File: config.mk
export PLATFORM = sky130hd
export DESIGN_NAME = cwseq_top
export DESIGN_NICKNAME = d
export VERILOG_FILES = /design/src/rtl/cwseq_pkg.sv /design/src/rtl/cwseq_rom.sv /design/src/rtl/cwseq_ctrl.sv /design/src/rtl/cwseq_fanout.sv /design/src/rtl/cwseq_top.sv
export SDC_FILE = /design/constraint.sdc
export NUM_CORES = 1
export LEC_CHECK = 0
export ABC_AREA = 1
export BUFFER_PORTS_ARGS = -buffer_cell sky130_fd_sc_hd__buf_4
export CAP_MARGIN = 20
export CORE_MARGIN = 8
export CORE_UTILIZATION = 28
export CTS_CLUSTER_DIAMETER = 80
export DETAILED_ROUTE_END_ITERATION = 12
export PLACE_DENSITY = 0.52
export SLEW_MARGIN = 20
export SYNTH_ARGS = -nofsm -noshare
export SYNTH_HDL_FRONTEND = slang
export SYNTH_SLANG_ARGS = --single-unit
File: constraint.sdc
create_clock -name clk -period 3.1 [get_ports clk]
set_input_delay 0.465 -clock clk [delete_from_list [all_inputs] [get_ports clk]]
set_output_delay 0.465 -clock clk [all_outputs]
set_load 0.02 [all_outputs]
File: src/rtl/cwseq_pkg.sv
package cwseq_pkg;

   typedef enum logic {
      SEQ_IDLE = 1'b0,
      SEQ_RUN  = 1'b1
   } seq_state_e;

   // Width of one control word for a given resource mix.
   function automatic int cw_width(input int n_pu, input int n_mu,
                                   input int mu_aw, input int sh_w);
      return 1 + sh_w + n_mu * mu_aw + 2 * n_mu + n_pu;
   endfunction

endpackage

File: src/rtl/cwseq_rom.sv
module cwseq_rom #(
   parameter int DEPTH  = 16,
   parameter int CW_W   = 34,
   parameter int ADDR_W = 4,
   parameter logic [DEPTH*CW_W-1:0] IMAGE = '0
) (
   input  logic [ADDR_W-1:0] addr,
   output logic [CW_W-1:0]   word
);

   logic [CW_W-1:0] table_w [DEPTH];

   for (genvar e = 0; e < DEPTH; e++) begin : g_entry
      assign table_w[e] = IMAGE[e*CW_W +: CW_W];
   end

   assign word = table_w[addr];

endmodule

File: src/rtl/cwseq_ctrl.sv
module cwseq_ctrl
   import cwseq_pkg::*;
#(
   parameter int ADDR_W = 4,
   parameter int ITER_W = 4
) (
   input  logic              clk,
   input  logic              rst_n,
   input  logic              start,
   input  logic [ITER_W-1:0] max_iter,
   input  logic              io_ready,
   input  logic              eoi,
   output logic              busy,
   output logic              done,
   output logic [ADDR_W-1:0] addr,
   output logic [ITER_W-1:0] iter_idx
);

   seq_state_e        state_q;
   logic [ADDR_W-1:0] addr_q;
   logic [ITER_W-1:0] iter_q;
   logic [ITER_W-1:0] max_q;
   logic              done_q;
   logic              last_iter;

   assign last_iter = (iter_q + ITER_W'(1)) == max_q;

   always_ff @(posedge clk or negedge rst_n) begin
      if (!rst_n) begin
         state_q <= SEQ_IDLE;
         addr_q  <= '0;
         iter_q  <= '0;
         max_q   <= '0;
         done_q  <= 1'b0;
      end else begin
         done_q <= 1'b0;
         case (state_q)
            SEQ_IDLE: begin
               if (start && (max_iter != '0)) begin
                  state_q <= SEQ_RUN;
                  addr_q  <= '0;
                  iter_q  <= '0;
                  max_q   <= max_iter;
               end
            end
            SEQ_RUN: begin
               if (io_ready) begin
                  if (eoi) begin
                     addr_q <= '0;
                     if (last_iter) begin
                        state_q <= SEQ_IDLE;
                        done_q  <= 1'b1;
                     end else begin
                        iter_q <= iter_q + ITER_W'(1);
                     end
                  end else begin
                     addr_q <= addr_q + ADDR_W'(1);
                  end
               end
            end
            default: state_q <= SEQ_IDLE;
         endcase
      end
   end

   assign busy     = (state_q == SEQ_RUN);
   assign done     = done_q;
   assign addr     = addr_q;
   assign iter_idx = iter_q;

   // a stall freezes the schedule position
   p_hold_on_stall_r7: assert property (@(posedge clk) disable iff (!rst_n)
      (busy && !io_ready) |=> (busy && $stable(addr_q) && $stable(iter_q)));

   // a plain word steps the address
   p_step_r4: assert property (@(posedge clk) disable iff (!rst_n)
      (busy && io_ready && !eoi) |=> (addr_q == $past(addr_q) + ADDR_W'(1)));

   // end of iteration returns to word 0
   p_wrap_r5: assert property (@(posedge clk) disable iff (!rst_n)
      (busy && io_ready && eoi) |=> (addr_q == '0));

   // an accepted start begins at word 0
   p_start_r2: assert property (@(posedge clk) disable iff (!rst_n)
      (!busy && start && (max_iter != '0)) |=> (busy && addr_q == '0 && iter_q == '0));

   // a zero count does not launch a run
   p_zero_count_r8: assert property (@(posedge clk) disable iff (!rst_n)
      (!busy && start && (max_iter == '0)) |=> !busy);

   // the iteration index stays inside the latched count
   p_iter_bound_r10: assert property (@(posedge clk) disable iff (!rst_n)
      busy |-> (iter_q < max_q));

endmodule

File: src/rtl/cwseq_fanout.sv
module cwseq_fanout #(
   parameter int N_PU  = 4,
   parameter int N_MU  = 4,
   parameter int MU_AW = 4,
   parameter int SH_W  = 5,
   parameter int CW_W  = 34
) (
   input  logic [CW_W-1:0]       word,
   input  logic                  active,
   output logic                  eoi,
   output logic [N_PU-1:0]       pu_en,
   output logic [N_MU-1:0]       mu_rd_en,
   output logic [N_MU-1:0]       mu_wr_en,
   output logic [N_MU*MU_AW-1:0] mu_addr,
   output logic [SH_W-1:0]       shift_sel
);

   localparam int OFF_SH  = 1;
   localparam int OFF_ADR = OFF_SH + SH_W;
   localparam int OFF_WR  = OFF_ADR + N_MU * MU_AW;
   localparam int OFF_RD  = OFF_WR + N_MU;
   localparam int OFF_PU  = OFF_RD + N_MU;

   assign eoi       = word[0];
   assign shift_sel = active ? word[OFF_SH +: SH_W] : '0;

   for (genvar p = 0; p < N_PU; p++) begin : g_pu
      assign pu_en[p] = active & word[OFF_PU + p];
   end

   for (genvar m = 0; m < N_MU; m++) begin : g_mu
      assign mu_rd_en[m]               = active & word[OFF_RD + m];
      assign mu_wr_en[m]               = active & word[OFF_WR + m];
      assign mu_addr[m*MU_AW +: MU_AW] = active ? word[OFF_ADR + m*MU_AW +: MU_AW] : '0;
   end

endmodule

File: src/rtl/cwseq_top.sv
module cwseq_top
   import cwseq_pkg::*;
#(
   parameter int N_PU   = 4,
   parameter int N_MU   = 4,
   parameter int MU_AW  = 4,
   parameter int SH_W   = 5,
   parameter int DEPTH  = 16,
   parameter int ITER_W = 4,
   parameter logic [DEPTH*cw_width(N_PU, N_MU, MU_AW, SH_W)-1:0] ROM_INIT =
      {{(DEPTH*cw_width(N_PU, N_MU, MU_AW, SH_W)-1){1'b0}}, 1'b1}
) (
   input  logic                  clk,
   input  logic                  rst_n,
   input  logic                  start,
   input  logic [ITER_W-1:0]     max_iter,
   input  logic                  io_ready,
   output logic                  busy,
   output logic                  done,
   output logic [ITER_W-1:0]     iter_idx,
   output logic [N_PU-1:0]       pu_en,
   output logic [N_MU-1:0]       mu_rd_en,
   output logic [N_MU-1:0]       mu_wr_en,
   output logic [N_MU*MU_AW-1:0] mu_addr,
   output logic [SH_W-1:0]       shift_sel
);

   localparam int CW_W   = cw_width(N_PU, N_MU, MU_AW, SH_W);
   localparam int ADDR_W = $clog2(DEPTH);

   if (DEPTH < 2 || (DEPTH & (DEPTH - 1)) != 0) begin : g_bad_depth
      $error("cwseq_top: DEPTH must be a power of two of at least 2");
   end
   if (N_PU < 1 || N_MU < 1 || MU_AW < 1 || SH_W < 1 || ITER_W < 1) begin : g_bad_width
      $error("cwseq_top: every resource count and width must be at least 1");
   end

   logic [ADDR_W-1:0] rom_addr;
   logic [CW_W-1:0]   cur_word;
   logic              eoi;
   logic              active;

   cwseq_rom #(
      .DEPTH (DEPTH),
      .CW_W  (CW_W),
      .ADDR_W(ADDR_W),
      .IMAGE (ROM_INIT)
   ) u_rom (
      .addr(rom_addr),
      .word(cur_word)
   );

   cwseq_ctrl #(
      .ADDR_W(ADDR_W),
      .ITER_W(ITER_W)
   ) u_ctrl (
      .clk     (clk),
      .rst_n   (rst_n),
      .start   (start),
      .max_iter(max_iter),
      .io_ready(io_ready),
      .eoi     (eoi),
      .busy    (busy),
      .done    (done),
      .addr    (rom_addr),
      .iter_idx(iter_idx)
   );

   assign active = busy & io_ready;

   cwseq_fanout #(
      .N_PU (N_PU),
      .N_MU (N_MU),
      .MU_AW(MU_AW),
      .SH_W (SH_W),
      .CW_W (CW_W)
   ) u_fanout (
      .word     (cur_word),
      .active   (active),
      .eoi      (eoi),
      .pu_en    (pu_en),
      .mu_rd_en (mu_rd_en),
      .mu_wr_en (mu_wr_en),
      .mu_addr  (mu_addr),
      .shift_sel(shift_sel)
   );

   // nothing fires while idle
   p_quiet_idle_r9: assert property (@(posedge clk) disable iff (!rst_n)
      !busy |-> (pu_en == '0 && mu_rd_en == '0 && mu_wr_en == '0 &&
                 mu_addr == '0 && shift_sel == '0));

   // done is a single-cycle pulse
   p_done_pulse_r6: assert property (@(posedge clk) disable iff (!rst_n)
      done |=> !done);

   // done coincides with the return to idle
   p_done_idle_r6: assert property (@(posedge clk) disable iff (!rst_n)
      done |-> !busy);

   // a stall silences every field
   p_stall_quiet_r7: assert property (@(posedge clk) disable iff (!rst_n)
      (busy && !io_ready) |-> (pu_en == '0 && mu_rd_en == '0 && mu_wr_en == '0));

endmodule

==> load_flow_metrics.sql, run 1 <==
INSERT INTO impl_metrics (metric_group, metric, value, unit) VALUES
('final_layout', 'most-common-layout-cells', 'sky130_fd_sc_hd__conb_1, sky130_fd_sc_hd__nand2_1, sky130_fd_sc_hd__inv_1, sky130_fd_sc_hd__dfrtp_1, sky130_fd_sc_hd__buf_4', ''),
('sta', 'final.setup.tns', '0', 'ns'),
('floorplan', 'fp.dieArea', '6054', 'µm²'),
('clocking', 'clkSinkCount', '14', ''),
('global_route', 'grt_overflow_total', '0', ''),
('sta', 'setup_violations', '0', ''),
('yosys', 'synth_edf_count', '0', ''),
('yosys', 'yosys_register_bits', '14', ''),
('yosys', 'seq_area_frac_synth', '32.75', '%'),
('job', 'timing.max_cap.violations', '0', ''),
('final_layout', 'finish.net_count', '168', ''),
('global_route', 'initial_antenna_violation_count', '0', ''),
('final_layout', 'n_fill_cell', '409', ''),
('sta', 'tightest_slew', '0.4958', 'ns'),
('sta', 'final_min_period_over_clock_period', '53.37', '%'),
('floorplan', 'core.rowCount', '22', ''),
('hold_path', 'worstHoldPathType', 'in -> async', ''),
('global_route', 'grt_use_total', '7.213', '%'),
('yosys', 'synth_area_per_cell', '7.587', 'µm²'),
('clocking', 'cts-root-buf', 'sky130_fd_sc_hd__clkbuf_8', ''),
('global_route', 'number_of_global_route_vias_before_repair', '782', ''),
('floorplan', 'fp.coreArea', '3661', 'µm²'),
('yosys', 'synth_cell_type_count', '20', ''),
('yosys', 'async_flop_share', '100.0', '%'),
('worst_setup_path', 'timing.critical_path.arrival', '1.79', 'ns'),
('sta', 'post-route-min-period', '1.654', 'ns'),
('final_layout', 'finalInstanceArea', '1150', 'µm²'),
('clocking', 'clk-insertion-delay-late', '0.25', 'ns'),
('sta', 'final-hold-violation-count', '0', ''),
('status', 'status', 'finished, final reports clean', ''),
('yosys', 'synth_cell_area', '1070', 'µm²'),
('drt', 'detail_route.drc_violations', '0', ''),
('drt', 'drt-pass1-iter-count', '4', ''),
('clocking', 'ctsLongestPathBuffers', '2', ''),
('drt', 'wl_per_cell', '10.05', 'µm'),
('clocking', 'cts_resized', '0', ''),
('final_layout', 'area_delta_synth_final', '7.485', '%'),
('drt', 'route.final.wire_length', '2051', 'µm'),
('clocking', 'hold_buffers', '0', ''),
('placement', 'globalplace.congestion', '0.7660', ''),
('worst_setup_path', 'reg2reg_from', 'u_ctrl.iter_idx[0]', ''),
('drt', 'routed_via_density', '3.804', ''),
('sta', 'max_slew_margin', '66.73', '%'),
('worst_setup_path', 'crit_path_end_kind', 'flip-flop', ''),
('global_route', 'grt_first_pass_wirelength', '3456', 'µm'),
('final_layout', 'mostFrequentLayoutCell', 'sky130_fd_sc_hd__conb_1', ''),
('floorplan', 'design.portCount', '47', ''),
('power_and_ir_drop', 'power.density_cell_area', '882.5', 'nW/µm²'),
('worst_setup_path', 'r2r_cells', '11', ''),
('global_route', 'grt_start_max_net_pins', '15', ''),
('power_and_ir_drop', 'max-vdd-ir-drop', '0.2015', 'mV'),
('worst_setup_path', 'critical_path_fanout_max', '9', ''),
('final_layout', 'final_layout_size_suffix_gt1_share', '16.03', '%'),
('placement', 'dp_hpwl', '1716', 'µm'),
('yosys', 'ys_warn_count', '0', ''),
('drt', 'number_of_drc_markers_after_the_initial_detailed_route_iteration', '34', ''),
('worst_setup_path', 'critical_path.reg2reg.endpoint', 'u_ctrl.iter_idx[3]', ''),
('clocking', 'cts_tree', 'built', ''),
('sta', 'setup_repair_after_global_routing_missed_its_margin', 'no', ''),
('final_layout', 'n_antenna_cell', '0', ''),
('floorplan', 'floorplan.die.width', '77.81', 'µm'),
('clocking', 'cts_max_level', '1', ''),
('sta', 'maxClockFrequency', '604.5', 'MHz'),
('floorplan', 'die_extent_in_y', '77.81', 'µm'),
('placement', 'numPortBuffers', '13', ''),
('yosys', 'syn_inst', '141', ''),
('drt', 'postRouteAntennaNets', '0', ''),
('clocking', 'cts_setup_buffers', '0', ''),
('placement', 'postPlaceCellArea', '1095', 'µm²'),
('worst_setup_path', 'timing.reg2reg.setup_slack', '1.45', 'ns'),
('power_and_ir_drop', 'p_leak', '0.6466', 'nW'),
('worst_setup_path', 'path_class', 'reg -> reg', ''),
('drt', 'vias', '776', ''),
('floorplan', 'initial_core_util', '29.22', '%'),
('sta', 'finalMaxSlewViolations', '0', ''),
('sta', 'final.setup_skew', '0.001704', 'ns'),
('worst_setup_path', 'cp_data_required_time', '3.24', 'ns'),
('clocking', 'path_clk_slew', '0.06', 'ns'),
('yosys', 'synth_flop_cell', 'sky130_fd_sc_hd__dfrtp_1', ''),
('clocking', 'numCtsBuffers', '3', ''),
('worst_setup_path', 'worstSetupStartpointType', 'flip-flop', '');
[report_power, final]
| part | total [mW] | switching (mW) | internal (mW) | leakage (nW) |
|---|---|---|---|---|
| combinational | 0.511 | 0.326 | 0.185 | 0.437 |
| clock | 0.181 | 0.0679 | 0.113 | 0.0288 |
| sequential | 0.323 | 0.0790 | 0.244 | 0.181 |
| total | 1.01 | 0.473 | 0.542 | 0.647 |
[layer usage]
layer	part of all wire, %	GRT usage (%)
met2	46	11.11
met4	2.1	4.528
met3	9.1	2.650
met1	43	8.277
met5	0	0
[registers in the layout, summed over array words and instances (netlist names)]
| name | count |
|---|---|
| u_ctrl.addr | 4 |
| u_ctrl.busy | 1 |
| u_ctrl.done | 1 |
| u_ctrl.iter_idx | 4 |
| u_ctrl.max_q | 4 |
[critical path, stage by stage, from the launching register on]
cell and delay (ns):
sky130_fd_sc_hd__dfrtp_1 0.46, sky130_fd_sc_hd__ha_1 0.37, sky130_fd_sc_hd__nand2_1 0.08, sky130_fd_sc_hd__inv_1 0.03, sky130_fd_sc_hd__o21ai_1 0.10, sky130_fd_sc_hd__nor2_1 0.06, sky130_fd_sc_hd__nand2_2 0.09, sky130_fd_sc_hd__nand2_4 0.06
sky130_fd_sc_hd__nand2_4 0.09, sky130_fd_sc_hd__nand2_4 0.06, sky130_fd_sc_hd__nand2_1 0.08, sky130_fd_sc_hd__nand2_1 0.06
[synth_stat cells (2+ instances only)]
master                     n  area share [%]
sky130_fd_sc_hd__nand3_1  12             5.6
sky130_fd_sc_hd__nor2_1    3             1.1
sky130_fd_sc_hd__buf_4    33              23
sky130_fd_sc_hd__ha_1      3             3.5
sky130_fd_sc_hd__inv_2     3             1.1
sky130_fd_sc_hd__nand4_1   3             1.8
sky130_fd_sc_hd__inv_1    18             6.3
sky130_fd_sc_hd__nand2_4   3             3.2
sky130_fd_sc_hd__a21oi_1   2            0.94
sky130_fd_sc_hd__o22ai_1   2             1.2
sky130_fd_sc_hd__dfrtp_1  14              33
sky130_fd_sc_hd__nand2_1  30              11
sky130_fd_sc_hd__o21ai_1   8             3.7
[metrics by stage]
stage	instances	hold WS, ns	total power, mW	util (%)	setup slack (ns)
final	204	0.05207	1.015	31.41	1.446
after global routing	204	0.06526	1.120	31.41	1.291
after CTS	204	0.05831	1.031	31.41	1.446
after detailed placement	200	0.3306	0.8426	29.90	1.457
after global placement	200	0.3289	0.8389	29.90	1.491
after floorplan	173	0.1694	0.7375	-	1.483
[how the worst max path moves through the flow]
stage	slack (ns)	depth (start not counted)	to	startpoint
6_report	1.45	11	u_ctrl.iter_idx[3]	u_ctrl.iter_idx[0]
2_1_floorplan	1.48	11	u_ctrl.iter_idx[0]	u_ctrl.iter_idx[0]
4_1_cts	1.45	11	u_ctrl.iter_idx[3]	u_ctrl.iter_idx[0]
3_5_place_dp	1.46	11	u_ctrl.iter_idx[3]	u_ctrl.iter_idx[0]
3_3_place_gp	1.49	11	u_ctrl.iter_idx[3]	u_ctrl.iter_idx[0]
5_1_grt	1.29	11	u_ctrl.iter_idx[3]	u_ctrl.iter_idx[0]
[area by class of cell]
| cell class | instances | area, µm² | share of cell area [%] |
|---|---|---|---|
| sequential | 14 | 350.3 | 30.47 |
| timing repair buffer | 13 | 97.59 | 8.488 |
| clock buffer | 4 | 55.05 | 4.788 |
| multi-input combinational | 104 | 508.0 | 44.18 |
| inverter | 21 | 78.83 | 6.855 |
| tap | 48 | 60.06 | 5.223 |
[kinds of logic (layout without fill, tap and decap cells)]
kind of cell	after synthesis	count (layout)	share of synthesized area [%]
flops	14	14	32.75
compound gates	12	12	5.848
xor+xnor	2	2	1.638
other cells	1	33	0.3505
fa+ha+maj	3	3	3.509
buf+inv	55	38	30.99
simple gates	54	54	24.91
(Power assumes the default switching activity.)
==> run 2: changes to the inputs <==
Settings changed: PLACE_DENSITY 0.52 to 0.54.
Clock period 3.1 ns to 1.3 ns, I/O delays scaled along.
==> run 2 against run 1 <==
  * The flow now finishes with violations (negative setup slack)
  * Routed wire length is 5.4% higher
  * Sequential power is 120% higher
  * Register-to-register slack worse by 1.7 ns
  * Sequential share of layout area is 3.3 points lower
  * Largest power group unchanged
  * Highest routed layer unchanged
==> load_flow_metrics.sql, run 2 (synthesized netlist as in run 1, its figures left out) <==
INSERT INTO impl_metrics (metric_group, metric, value, unit) VALUES
('status', 'status', 'finished with violations', ''),
('status', 'violations', 'negative setup slack', ''),
('hold_path', 'worst_hold_path.num_cells', '3', ''),
('worst_setup_path', 'cp_slowest_stage_delay', '0.44', 'ns'),
('drt', 'wl_per_cell', '9.872', 'µm'),
('clocking', 'ctsLongestPathBuffers', '2', ''),
('job', 'timing.max_cap.violations', '0', ''),
('global_route', 'grt_first_pass_wirelength', '3484', 'µm'),
('floorplan', 'floorplan.die.width', '77.81', 'µm'),
('sta', 'final.setup_skew', '0.002856', 'ns'),
('worst_setup_path', 'timing.critical_path.arrival', '1.64', 'ns'),
('clocking', 'cts_setup_buffers', '0', ''),
('final_layout', 'most-common-layout-cells', 'sky130_fd_sc_hd__conb_1, sky130_fd_sc_hd__buf_4, sky130_fd_sc_hd__nand2_1, sky130_fd_sc_hd__inv_1', ''),
('sta', 'setup_repair_after_global_routing_missed_its_margin', 'yes', ''),
('drt', 'vias', '843', ''),
('global_route', 'initial_antenna_violation_count', '0', ''),
('floorplan', 'design.portCount', '47', ''),
('clocking', 'clkSinkCount', '14', ''),
('power_and_ir_drop', 'comb_power_share', '61.1', '%'),
('hold_path', 'critical_hold_path_startpoint', 'max_iter[0]', ''),
('drt', 'detail_route.drc_violations', '0', ''),
('clocking', 'cts_max_level', '1', ''),
('worst_setup_path', 'crit_path_end_kind', 'flip-flop', ''),
('power_and_ir_drop', 'netSwitchingFraction', '44.84', '%'),
('clocking', 'cts_tree', 'built', ''),
('worst_setup_path', 'cp_cell_sequence', 'ha_4 > nor2_2 > o21ai_2 > nor2_2 > nand2_2 > nand2_4 > nand2_4 > nand2_4 > nand2_2 > nand2_2', ''),
('floorplan', 'fp.dieArea', '6054', 'µm²'),
('clocking', 'path_clk_slew', '0.06', 'ns'),
('clocking', 'clk-insertion-delay-late', '0.25', 'ns'),
('floorplan', 'fp.coreArea', '3661', 'µm²'),
('power_and_ir_drop', 'p_int', '1.562', 'mW'),
('clocking', 'numCtsBuffers', '3', ''),
('drt', 'drt-pass1-iter-count', '4', ''),
('power_and_ir_drop', 'max-vdd-ir-drop', '0.8878', 'mV'),
('power_and_ir_drop', 'switchingPower', '1.270', 'mW'),
('final_layout', 'finish.net_count', '183', ''),
('placement', 'globalplace.congestion', '0.8055', ''),
('worst_setup_path', 'reg2reg_from', 'u_ctrl.iter_idx[0]', ''),
('power_and_ir_drop', 'power_frac_seq', '25.6', '%'),
('worst_setup_path', 'critical_path.reg2reg.endpoint', 'u_ctrl.iter_idx[0]', ''),
('floorplan', 'core.rowCount', '22', ''),
('placement', 'numPortBuffers', '13', ''),
('sta', 'final-hold-violation-count', '0', ''),
('floorplan', 'initial_core_util', '29.22', '%'),
('worst_setup_path', 'timing.reg2reg.setup_slack', '-0.20', 'ns'),
('worst_setup_path', 'critical_path_fanout_max', '5', ''),
('floorplan', 'die_extent_in_y', '77.81', 'µm'),
('hold_path', 'worstHoldPathType', 'in -> reg', ''),
('hold_path', 'min_to', 'u_ctrl.max_q[0]', ''),
('sta', 'post-route-worst-setup-slack', '-0.2046', 'ns'),
('worst_setup_path', 'cp_data_required_time', '1.44', 'ns'),
('final_layout', 'final_layout_size_suffix_gt1_share', '29.82', '%'),
('worst_setup_path', 'worstSetupStartpointType', 'flip-flop', ''),
('final_layout', 'area_delta_synth_final', '21.29', '%'),
('power_and_ir_drop', 'clkPwrFrac', '13.3', '%'),
('final_layout', 'final-instance-count-excl-fill', '219', ''),
('global_route', 'grt_overflow_total', '0', ''),
('worst_setup_path', 'cpMaxStageDelayCell', 'sky130_fd_sc_hd__dfrtp_2', ''),
('placement', 'dpl_worst_slack', '-0.2553', 'ns'),
('global_route', 'grt_start_max_net_pins', '15', ''),
('worst_setup_path', 'path_class', 'reg -> reg', ''),
('drt', 'routed_via_density', '3.849', ''),
('global_route', 'number_of_global_route_vias_before_repair', '767', ''),
('final_layout', 'n_antenna_cell', '0', ''),
('sta', 'final.setup.tns', '-1.081', 'ns'),
('final_layout', 'mostFrequentLayoutCell', 'sky130_fd_sc_hd__conb_1', ''),
('drt', 'postRouteAntennaNets', '0', ''),
('drt', 'route.final.wire_length', '2162', 'µm'),
('power_and_ir_drop', 'power.density_cell_area', '2183', 'nW/µm²'),
('sta', 'final_min_period_over_clock_period', '115.7', '%'),
('sta', 'setup_violations', '6', ''),
('global_route', 'grt_use_total', '7.025', '%'),
('sta', 'post-route-min-period', '1.505', 'ns'),
('worst_setup_path', 'r2r_cells', '10', ''),
('sta', 'maxClockFrequency', '664.6', 'MHz'),
('power_and_ir_drop', 'p_leak', '0.7105', 'nW'),
('clocking', 'cts-root-buf', 'sky130_fd_sc_hd__clkbuf_8', ''),
('placement', 'dp_hpwl', '1748', 'µm'),
('drt', 'number_of_drc_markers_after_the_initial_detailed_route_iteration', '17', ''),
('placement', 'placed_cells', '214', ''),
('sta', 'finalMaxSlewViolations', '0', '');
[run 2: worst max path at each step]
stage | startpoint | depth (start not counted) | end | slack (ns)
final | u_ctrl.iter_idx[0] | 10 | u_ctrl.iter_idx[0] | -0.20
after global routing | u_ctrl.iter_idx[0] | 10 | u_ctrl.iter_idx[0] | -0.32
after CTS | u_ctrl.iter_idx[0] | 7 | u_ctrl.done | -0.19
after detailed placement | u_ctrl.iter_idx[0] | 7 | u_ctrl.done | -0.26
after global placement | u_ctrl.iter_idx[0] | 7 | u_ctrl.done | -0.18
after floorplan | u_ctrl.iter_idx[1] | 11 | u_ctrl.iter_idx[2] | -0.18
[run 2: critical path: cells and delay by family, from the launching register on]
family | cells | cell delay, ns
compound gates | 1 | 0.14
fa+ha+maj | 1 | 0.29
flops | 1 | 0.44
simple gates | 8 | 0.53
[run 2: repair_timing]
action                                  CTS  global route
hold buffers                              1             0
pin swaps                                 0             8
endpoints found under the setup margin    6             8
endpoints found under the hold margin    14             0
gates resized for setup                   1             9
[run 2: per-stage QoR]
| step | total power [mW] | area, µm² | utilization (%) | hold slack (ns) |
|---|---|---|---|---|
| after global routing | 3.087 | 1297 | 35.44 | 0.2194 |
| final | 2.832 | 1297 | 35.44 | 0.2053 |
| after global placement | 2.340 | 1215 | 33.19 | 0.06094 |
| after CTS | 2.742 | 1276 | 34.86 | 0.2073 |
| after floorplan | 1.807 | 1205 | - | -0.1006 |
| after detailed placement | 2.338 | 1215 | 33.19 | 0.06446 |
[run 2: layer usage]
metal / up-vias / GRT usage (%) / part of all wire (%)
met5: - / 0 / 0
met4: 0 / 2.830 / 1.4
met3: 4 / 2.650 / 10
met2: 32 / 10.53 / 42
met1: 367 / 8.827 / 46
li1: 440 / - / -
[run 2: cell type report]
type / count / area, µm²
Fill cell: 409 / 2364
Multi-Input combinational cell: 104 / 548.0
Sequential cell: 14 / 352.8
Timing Repair Buffer: 28 / 212.7
Inverter: 21 / 78.83
Tap cell: 48 / 60.06
Clock buffer: 4 / 45.04
[run 2: power by group through the flow]
stage	sequential (mW)	clock [mW]	combinational [mW]
6_report	0.724	0.378	1.73
5_1_grt	0.743	0.407	1.94
4_1_cts	0.723	0.389	1.63
3_5_place_dp	0.730	0	1.61
3_3_place_gp	0.726	0	1.61
2_1_floorplan	0.842	0	0.965
